<file path="src/rtl/supply_agc_pkg.sv">
package supply_agc_pkg;
  typedef enum logic [1:0] {
    MODE_HI  = 2'd0,
    MODE_MID = 2'd1,
    MODE_LO  = 2'd2,
    MODE_BYP = 2'd3
  } agc_mode_e;
endpackage

</file>
<file path="src/rtl/agc_tick_gen.sv">
module agc_tick_gen #(
  parameter int unsigned PERIOD = 2
) (
  input  logic clk_i,
  input  logic rst_ni,
  input  logic clr_i,
  output logic tick_o
);
  localparam int unsigned CW = $clog2(PERIOD + 1);
  localparam logic [CW-1:0] LAST = CW'(PERIOD - 1);

  logic [CW-1:0] cnt_q;

  always_ff @(posedge clk_i or negedge rst_ni) begin
    if (!rst_ni)                     cnt_q <= '0;
    else if (clr_i || cnt_q == LAST) cnt_q <= '0;
    else                             cnt_q <= cnt_q + 1'b1;
  end

  assign tick_o = !clr_i && (cnt_q == LAST);

  assert_tick_bound_R2: assert property (@(posedge clk_i) disable iff (!rst_ni)
    cnt_q <= LAST);
endmodule

</file>
<file path="src/rtl/agc_limit_sel.sv">
module agc_limit_sel import supply_agc_pkg::*; #(
  parameter int unsigned PW      = 8,
  parameter int unsigned HYST    = 4,
  parameter int unsigned TGT_HI  = 200,
  parameter int unsigned TGT_MID = 180,
  parameter int unsigned TGT_LO  = 160
) (
  input  logic [1:0]    mode_i,
  input  logic [PW-1:0] peak_i,
  input  logic [PW-1:0] headroom_i,
  output logic [PW-1:0] limit_o,
  output logic          over_o,
  output logic          under_o
);
  logic [PW-1:0] tgt;
  logic [PW:0]   peak_hyst;

  always_comb begin
    unique case (agc_mode_e'(mode_i))
      MODE_HI:  tgt = PW'(TGT_HI);
      MODE_MID: tgt = PW'(TGT_MID);
      MODE_LO:  tgt = PW'(TGT_LO);
      default:  tgt = '1;
    endcase
  end

  // supply-derived ceiling wins when it is lower than the power target
  assign limit_o   = (headroom_i < tgt) ? headroom_i : tgt;
  assign peak_hyst = {1'b0, peak_i} + (PW+1)'(HYST);
  assign over_o    = peak_i > limit_o;
  assign under_o   = peak_hyst < {1'b0, limit_o};
endmodule

</file>
<file path="src/rtl/agc_atten_step.sv">
module agc_atten_step #(
  parameter int unsigned AW       = 5,
  parameter int unsigned MAX_CODE = 27
) (
  input  logic          clk_i,
  input  logic          rst_ni,
  input  logic          clr_i,
  input  logic          atk_tick_i,
  input  logic          rel_tick_i,
  input  logic          over_i,
  input  logic          under_i,
  output logic [AW-1:0] atten_o
);
  localparam logic [AW-1:0] CEIL = AW'(MAX_CODE);

  logic [AW-1:0] atten_q;

  always_ff @(posedge clk_i or negedge rst_ni) begin
    if (!rst_ni)                                        atten_q <= '0;
    else if (clr_i)                                     atten_q <= '0;
    else if (atk_tick_i && over_i && atten_q < CEIL)    atten_q <= atten_q + 1'b1;
    else if (rel_tick_i && under_i && atten_q != '0)    atten_q <= atten_q - 1'b1;
  end

  assign atten_o = atten_q;

  assert_ceiling_R3: assert property (@(posedge clk_i) disable iff (!rst_ni)
    atten_q <= CEIL);
endmodule

</file>
<file path="src/rtl/supply_agc.sv">
module supply_agc import supply_agc_pkg::*; #(
  parameter int unsigned PW         = 8,
  parameter int unsigned AW         = 5,
  parameter int unsigned MAX_CODE   = 27,
  parameter int unsigned CLK_KHZ    = 250000,
  parameter int unsigned ATTACK_MS  = 40,
  parameter int unsigned RELEASE_MS = 1500,
  parameter int unsigned ATK_CYC    = CLK_KHZ * ATTACK_MS / MAX_CODE,
  parameter int unsigned REL_CYC    = CLK_KHZ * RELEASE_MS / MAX_CODE,
  parameter int unsigned HYST       = 4,
  parameter int unsigned TGT_HI     = 200,
  parameter int unsigned TGT_MID    = 180,
  parameter int unsigned TGT_LO     = 160
) (
  input  logic          clk_i,
  input  logic          rst_ni,
  input  logic          en_i,
  input  logic [1:0]    mode_i,
  input  logic [PW-1:0] peak_i,
  input  logic [PW-1:0] headroom_i,
  output logic [AW-1:0] atten_o
);
  logic [1:0]    mode_q;
  logic [PW-1:0] limit;
  logic          over, under, clr, atk_tick, rel_tick;

  always_ff @(posedge clk_i or negedge rst_ni) begin
    if (!rst_ni) mode_q <= MODE_BYP;
    else         mode_q <= mode_i;
  end

  assign clr = !en_i || (mode_i == MODE_BYP) || (mode_i != mode_q);

  agc_limit_sel #(
    .PW(PW), .HYST(HYST), .TGT_HI(TGT_HI), .TGT_MID(TGT_MID), .TGT_LO(TGT_LO)
  ) u_limit (
    .mode_i(mode_i), .peak_i(peak_i), .headroom_i(headroom_i),
    .limit_o(limit), .over_o(over), .under_o(under)
  );

  agc_tick_gen #(.PERIOD(ATK_CYC)) u_atk_tick (
    .clk_i(clk_i), .rst_ni(rst_ni), .clr_i(clr), .tick_o(atk_tick)
  );

  agc_tick_gen #(.PERIOD(REL_CYC)) u_rel_tick (
    .clk_i(clk_i), .rst_ni(rst_ni), .clr_i(clr), .tick_o(rel_tick)
  );

  agc_atten_step #(.AW(AW), .MAX_CODE(MAX_CODE)) u_step (
    .clk_i(clk_i), .rst_ni(rst_ni), .clr_i(clr),
    .atk_tick_i(atk_tick), .rel_tick_i(rel_tick),
    .over_i(over), .under_i(under), .atten_o(atten_o)
  );

  assert_bypass_zero_R7: assert property (@(posedge clk_i) disable iff (!rst_ni)
    (mode_i == MODE_BYP) |=> (atten_o == '0));

  assert_enable_off_R9: assert property (@(posedge clk_i) disable iff (!rst_ni)
    !en_i |=> (atten_o == '0));

  assert_mode_clear_R8: assert property (@(posedge clk_i) disable iff (!rst_ni)
    (mode_i != mode_q) |=> (atten_o == '0));

  assert_rise_on_over_R2: assert property (@(posedge clk_i) disable iff (!rst_ni)
    (atten_o > $past(atten_o)) |-> ($past(peak_i) > $past(limit)));

  assert_single_step_R2: assert property (@(posedge clk_i) disable iff (!rst_ni)
    (atten_o > $past(atten_o)) |-> (atten_o == $past(atten_o) + 1'b1));

  assert_fall_on_under_R4: assert property (@(posedge clk_i) disable iff (!rst_ni)
    ((atten_o < $past(atten_o)) && !$past(clr)) |-> $past(under));

  assert_hold_band_R5: assert property (@(posedge clk_i) disable iff (!rst_ni)
    (!clr && !over && !under) |=> $stable(atten_o));
endmodule

</file>
<file path="config.mk">
export PLATFORM = sky130hd
export DESIGN_NAME = supply_agc
export DESIGN_NICKNAME = d
export VERILOG_FILES = /design/src/rtl/supply_agc_pkg.sv /design/src/rtl/agc_tick_gen.sv /design/src/rtl/agc_limit_sel.sv /design/src/rtl/agc_atten_step.sv /design/src/rtl/supply_agc.sv
export SDC_FILE = /design/constraint.sdc
export NUM_CORES = 1
export LEC_CHECK = 0
export BUFFER_PORTS_ARGS = -buffer_cell sky130_fd_sc_hd__buf_2
export CAP_MARGIN = 15
export CORE_UTILIZATION = 60
export CTS_BUF_LIST = sky130_fd_sc_hd__clkbuf_8
export CTS_CLUSTER_DIAMETER = 50
export DETAILED_ROUTE_END_ITERATION = 7
export PLACE_DENSITY = 0.91
export SETUP_SLACK_MARGIN = 0.5
export SLEW_MARGIN = 20
export SYNTH_ARGS = -nofsm -noshare
export SYNTH_HDL_FRONTEND = slang
export SYNTH_SLANG_ARGS = --single-unit
</file>
<file path="constraint.sdc">
create_clock -name clk_i -period 6.9 [get_ports clk_i]
set_input_delay 0.345 -clock clk_i [delete_from_list [all_inputs] [get_ports clk_i]]
set_output_delay 0.345 -clock clk_i [all_outputs]
set_load 0.1 [all_outputs]
</file>
Word level (Yosys, flattened, before mapping)
Cells that the tools add are included.
- register bits: 50
- bits in latches: 0
- memory bits (writable): 0
- ROM bits: 0
- input bits: 21
- output and inout bits: 5
- memories: 0
- add/subtract/negate cells: 5
- $mul: 0
- div/mod/pow operators: 0
- magnitude comparators: 4
- eq/ne operators: 6
- shifts and indexed selects: 0
- multiplexer cells: 7
- bitwise operators: 0
- reduce and logical (&&, ||, !) cells: 15
- operators by type and width (cell ; count):
    adder 24 x 1 -> 24 bit (second input constant) ; 1
    equality test 24 bit (second input constant) ; 1
    2-to-1 mux 24 bit ; 1
    one-hot mux 7 bit (3 select lines) ; 1
    adder 19 x 1 -> 19 bit (second input constant) ; 1
    equality test 19 bit (second input constant) ; 1
    2-to-1 mux 19 bit ; 1
    2-to-1 mux 5 bit ; 3
    adder 8 x 3 -> 9 bit (second input constant) ; 1
    < comparator 9 x 8 -> 1 bit ; 1
    > comparator 8 bit ; 1
    < comparator 8 bit ; 1
    2-to-1 mux 8 bit ; 1
    logical AND 1 bit ; 6
    adder 5 x 1 -> 5 bit (second input constant) ; 1
    < comparator 5 bit (second input constant) ; 1
    nonzero test 5 bit ; 1
    subtractor 5 x 1 -> 5 bit (second input constant) ; 1
    equality test 2 bit (second input constant) ; 2
    logical OR 1 bit ; 4
    nonzero test 3 bit ; 1
    equality test 2 x 1 -> 1 bit (second input constant) ; 1
    logical NOT 1 bit ; 2
    logical NOT 2 bit ; 1
    inequality test 2 bit ; 1

Longest topological paths before layout
- word-level depth: 10
- gate-level depth with buffers: 19
- mapped depth without buffers: 19

Hierarchy
A second synthesis with hierarchy kept.
- cells, all modules: 371
- area total of the unflattened synthesis: 3478.3 um2
- modules (own cells, without submodules) (module ; instances ; cells an instance ; area each (um2)):
    agc_tick_gen at u_rel_tick ; 1 ; 129 ; 1266.2
    agc_tick_gen at u_atk_tick ; 1 ; 101 ; 983.4
    agc_limit_sel ; 1 ; 90 ; 705.7
    agc_atten_step ; 1 ; 45 ; 436.7
    supply_agc ; 1 ; 6 ; 86.3

Worst setup path after synthesis
OpenSTA, ideal clock, no wires.
- path kind: input to register
- start point: input port mode_i[0]
- end point: register u_step.atten_q[4] (netlist: u_step.atten_o[4])
- library setup time: 0.122 ns
- arrival time: 4.402 ns
- path slack: 2.376 ns
- stages: 19
- path buffers: 0
- cells stage by stage: inv_1 ha_1 ha_1 nand4_1 a211oi_4 o21ai_0 o31ai_1 ha_1 a211oi_1 o21a_1 nor2_1 and3_4 o41ai_4 ha_1 a21o_1 a21oi_1 o21bai_1 a31o_2 a22o_2
- longest elaborated chain between the ends: 9
- elaborated cells between the ends (all ways): 22
- ends and longest elaborated chain (item ; line ; text):
    from (decl) ; supply_agc.sv:18 ; input logic [1:0] mode_i,
    equality test 2 bit (tied with other cells) ; agc_limit_sel.sv:19 ; unique case (agc_mode_e'(mode_i))
    one-hot mux 7 bit (3 select lines) / logical OR 1 bit (equally long branches) ; agc_limit_sel.sv:19, supply_agc.sv:32 ;
    < comparator 8 bit / logical OR 1 bit (equally long branches) ; agc_limit_sel.sv:28, supply_agc.sv:32 ;
    2-to-1 mux 8 bit / logical NOT 1 bit (equally long branches) ; agc_limit_sel.sv:28, agc_tick_gen.sv:20 ;
    > comparator 8 bit / logical AND 1 bit (equally long branches) ; agc_limit_sel.sv:30, agc_tick_gen.sv:20 ;
    logical AND 1 bit (2 in series) ; agc_atten_step.sv:21 ; else if (atk_tick_i && over_i && atten_q < CEIL) atten_q <= atten_q + 1'b1;
    2-to-1 mux 5 bit ; agc_atten_step.sv:21 ;
    2-to-1 mux 5 bit ; agc_atten_step.sv:20 ; else if (clr_i) atten_q <= '0;
    to (signal assigned) ; agc_atten_step.sv:21 ;
    to (signal assigned) ; agc_atten_step.sv:22 ; else if (rel_tick_i && under_i && atten_q != '0) atten_q <= atten_q - 1'b1;
    to (decl) ; agc_atten_step.sv:16 ; logic [AW-1:0] atten_q;
Several ways; a longest one is shown, not always the timed one.
A chain may end at the register's enable or synchronous reset.

Worst setup path in the final report
Same ends and word-level chain as after synthesis.

==> flow_summary.yaml <==
placed_design:
  place.detailed.hpwl_um: 5010
  io_buffers: 25
  globalplace.congestion: 0.901
  placed_area_mm2: 0.00348
  detailedPlace.worstSlack_ns: 1.77
sta:
  min_period_over_period_pct: 70.7
  timing.final.max_slew_violations: 0
  final_report_setup_violation_count: 0
  fin_setup_tns_ns: 0
  timing.slew.headroom_pct: 42.3
  worst_pin_slew_ns: 0.865
  post-route-min-period_ns: 4.88
  timing.final.hold_violations: 0
  fin_worst_skew_ns: 0.0155
  grt_setup_unrepaired: "false"
  fmaxAchievable_ghz: 0.205
  setup_slack_ns: 2.02
floorplanning:
  die_width_um: 75.9
  core_area_mm2: 0.00517
  effective_utilization_at_floorplan_pct: 63.4
  die-height_um: 75.9
  die_area_mm2: 0.00576
  io_pins: 26
  row_count: 26
layout:
  drive_gt1_share_pct: 12.7
  post_layout_util_pct: 69.5
  syn2layout_area_growth_pct: 9.73
  num_antenna_cells: 0
  design.final.nets: 436
  final_cell_area_mm2: 0.00360
  mostFrequentLayoutCells: "57 x sky130_fd_sc_hd__nor2_1, 48 x sky130_fd_sc_hd__dfrtp_1, 30 x sky130_fd_sc_hd__ha_1"
  final_common_cell: "sky130_fd_sc_hd__nor2_1"
run:
  timing.max_cap.violations: 0
clock_tree:
  clk_latency_ns: 0.32
  clock_tree.root_cell: "sky130_fd_sc_hd__clkbuf_8"
  tritoncts: "yes"
  post_cts.resized_instances: 0
  cts.reportedPaths.clkPinSlew_ns: 0.11
  htreeDepth: 2
  cts_made_buffers: 5
  hold_buffers: 0
  cts_buffer_depth: 2
  post_cts.repair.setup_buffers: 0
  numClockSinks: 50
detailed_routing:
  routed_wirelength_um: 7090
  ant_nets: 0
  drt_first_pass_iters: 5
  detail_route.wl_per_cell_um: 15.6
  avgViaCountPerCell: 6.04
  routed-via-count: 2750
  drt-initial-drc-count: 213
  number_of_remaining_drc_errors: 0
grt:
  gr-usage-met2_pct: 45.2
  grt_util_met3_pct: 4.10
  global_route.peak_usage_layer: "met2"
  antenna_violations_before_repair: 0
  wire_length_of_the_first_global_routing_pass_um: 12300
  gr-total-overflow: 0
  grtUsageTotal_pct: 26.5
  vias_in_the_first_global_route: 2720
  grt_use_met1_pct: 33.5
  grt_max_degree: 51
logic_synthesis:
  synth_async_sr_flop_share_pct: 100
  synth_edf_count: 0
  synthDistinctLibCells: 49
  syn-cell-area_mm2: 0.00328
  sequential_cell_area_fraction_in_the_yosys_report_pct: 38.2
  synthesis.nets: 409
  yosys_register_bits: 50
  netlist_instances: 357
  synthFlopType: "sky130_fd_sc_hd__dfrtp_1"
  synthesis.area_per_instance_um2: 9.18
  yosysWarnings: 0
setup_path:
  cp_data_arrival_time_ns: 5.10
  worstSetupPathType: "input pin to flop"
  critical_path_required_ns: 7.12
  timing.critical_path.from_type: "input pin"
  critPathMaxFanout: 9
  r2r.worst_path.cells: 11
  critPathCaptureType: "flop"
power_and_ir_drop:
  power_per_cell_area_mw_per_mm2: 180
  vdd.ir_drop.worst_uv: 115
  power.static_leakage_uw: 0.00151
min_path:
  hold_crit_class: "input pin to asynchronous set/reset pin"
outcome:
  status: "finished, final reports clean"
## sequential cells by signal, summed over array words and instances, names as in the netlist
| signal | flops |
|---|---|
| mode_q | 2 |
| u_atk_tick.cnt_q | 19 |
| u_rel_tick.cnt_q | 24 |
| u_step.atten_o | 5 |
## area by class of cell
| class | instances | area (um2) |
|---|---|---|
| sequential | 50 | 1250 |
| timing repair buffer | 26 | 135 |
| fill | 370 | 1580 |
| clock inverter | 3 | 48.8 |
| inverter | 12 | 45.0 |
| clock buffer | 5 | 68.8 |
| tap | 70 | 87.6 |
| multi-input combinational | 289 | 1960 |
## critical path: stages
cell and delay [ns]:
sky130_fd_sc_hd__buf_2 0.14, sky130_fd_sc_hd__inv_1 0.10, sky130_fd_sc_hd__ha_1 0.35, sky130_fd_sc_hd__ha_1 0.30, sky130_fd_sc_hd__nand4_1 0.18, sky130_fd_sc_hd__a211oi_4 0.38
sky130_fd_sc_hd__o21ai_0 0.16, sky130_fd_sc_hd__o31ai_1 0.13, sky130_fd_sc_hd__ha_1 0.32, sky130_fd_sc_hd__a211oi_1 0.33, sky130_fd_sc_hd__o21a_1 0.20, sky130_fd_sc_hd__nor2_1 0.05
sky130_fd_sc_hd__and3_4 0.18, sky130_fd_sc_hd__o41ai_4 0.61, sky130_fd_sc_hd__ha_1 0.35, sky130_fd_sc_hd__a21o_1 0.17, sky130_fd_sc_hd__a21oi_1 0.28, sky130_fd_sc_hd__o21bai_1 0.09
sky130_fd_sc_hd__a31o_2 0.22, sky130_fd_sc_hd__a22o_2 0.20
## per-layer routing
layer	share of wire, %	routed length [um]	up-vias
met2	51	3590	93
met1	42	2970	1318
li1	-	-	1318
met5	0	0	-
met3	5.1	360	21
met4	2.4	173	0
## synthesized netlist by cell type (2+ instances only)
cell                       count  share of area (%)
sky130_fd_sc_hd__and3_1        8                1.5
sky130_fd_sc_hd__xnor2_1      19                5.1
sky130_fd_sc_hd__nor3_1        3               0.46
sky130_fd_sc_hd__dfstp_2       2                1.6
sky130_fd_sc_hd__xor2_1       17                4.5
sky130_fd_sc_hd__inv_1        12                1.4
sky130_fd_sc_hd__o21a_1        2               0.46
sky130_fd_sc_hd__ha_1         30                 11
sky130_fd_sc_hd__nor4bb_1      2               0.61
sky130_fd_sc_hd__clkbuf_1      5               0.57
sky130_fd_sc_hd__a31oi_1       2               0.38
sky130_fd_sc_hd__o22ai_1       2               0.38
sky130_fd_sc_hd__nand4_1       6                1.1
sky130_fd_sc_hd__o31ai_1       5                1.1
sky130_fd_sc_hd__a21oi_1      21                3.2
sky130_fd_sc_hd__nand3_1      22                3.4
sky130_fd_sc_hd__o21ai_0      17                2.6
sky130_fd_sc_hd__mux2_4        3                1.4
sky130_fd_sc_hd__dfrtp_1      48                 37
sky130_fd_sc_hd__or3_1        13                2.5
sky130_fd_sc_hd__nand2b_1      2               0.38
sky130_fd_sc_hd__a21o_1        3               0.69
sky130_fd_sc_hd__nor2_1       57                6.5
sky130_fd_sc_hd__nor4b_1       2               0.53
sky130_fd_sc_hd__nor2b_1       5               0.95
sky130_fd_sc_hd__nand2_1      26                3.0
## report_power, final
group / internal [uW] / switching, uW / total, uW
sequential: 297 / 5.22 / 302
combinational: 46.2 / 79.1 / 125
clock: 111 / 108 / 219
total: 453 / 193 / 646
## path summary, 6_finish.rpt
| kind | startpoint | end | slack, ns |
|---|---|---|---|
| worst max-delay path | mode_i[0] | u_step.atten_o[4] | 2.02 |
| worst min-delay path | rst_ni | u_atk_tick.cnt_q[14] | 0.04 |
| worst max register to register | u_atk_tick.cnt_q[8] | u_step.atten_o[4] | 3.67 |
| worst min register to register | u_rel_tick.cnt_q[0] | u_rel_tick.cnt_q[0] | 0.48 |
| max in group asynchronous | rst_ni | u_rel_tick.cnt_q[7] | 6.44 |
| min in group clk_i | mode_i[1] | mode_q[1] | 0.17 |
## kinds of logic after synthesis
logic type | synth area share [%]
AOI/OAI and AO/OA | 13.4
muxes | 2.02
adders and majority gates | 12.1
buffers and inverters | 2.18
and+or+nand+nor | 22.5
xor gates and xnor gates | 9.62
DFF | 38.2
## metrics by stage
stage / hold slack, ns / std cells / total power, uW
5_1_grt: 0.0884 / 455 / 673
3_5_place_dp: 0.458 / 447 / 429
3_3_place_gp: 0.442 / 447 / 423
6_report: 0.0442 / 455 / 646
4_1_cts: 0.174 / 455 / 644
2_1_floorplan: 0.0494 / 357 / 393
No activity file was read; power rests on OpenSTA's default activity.
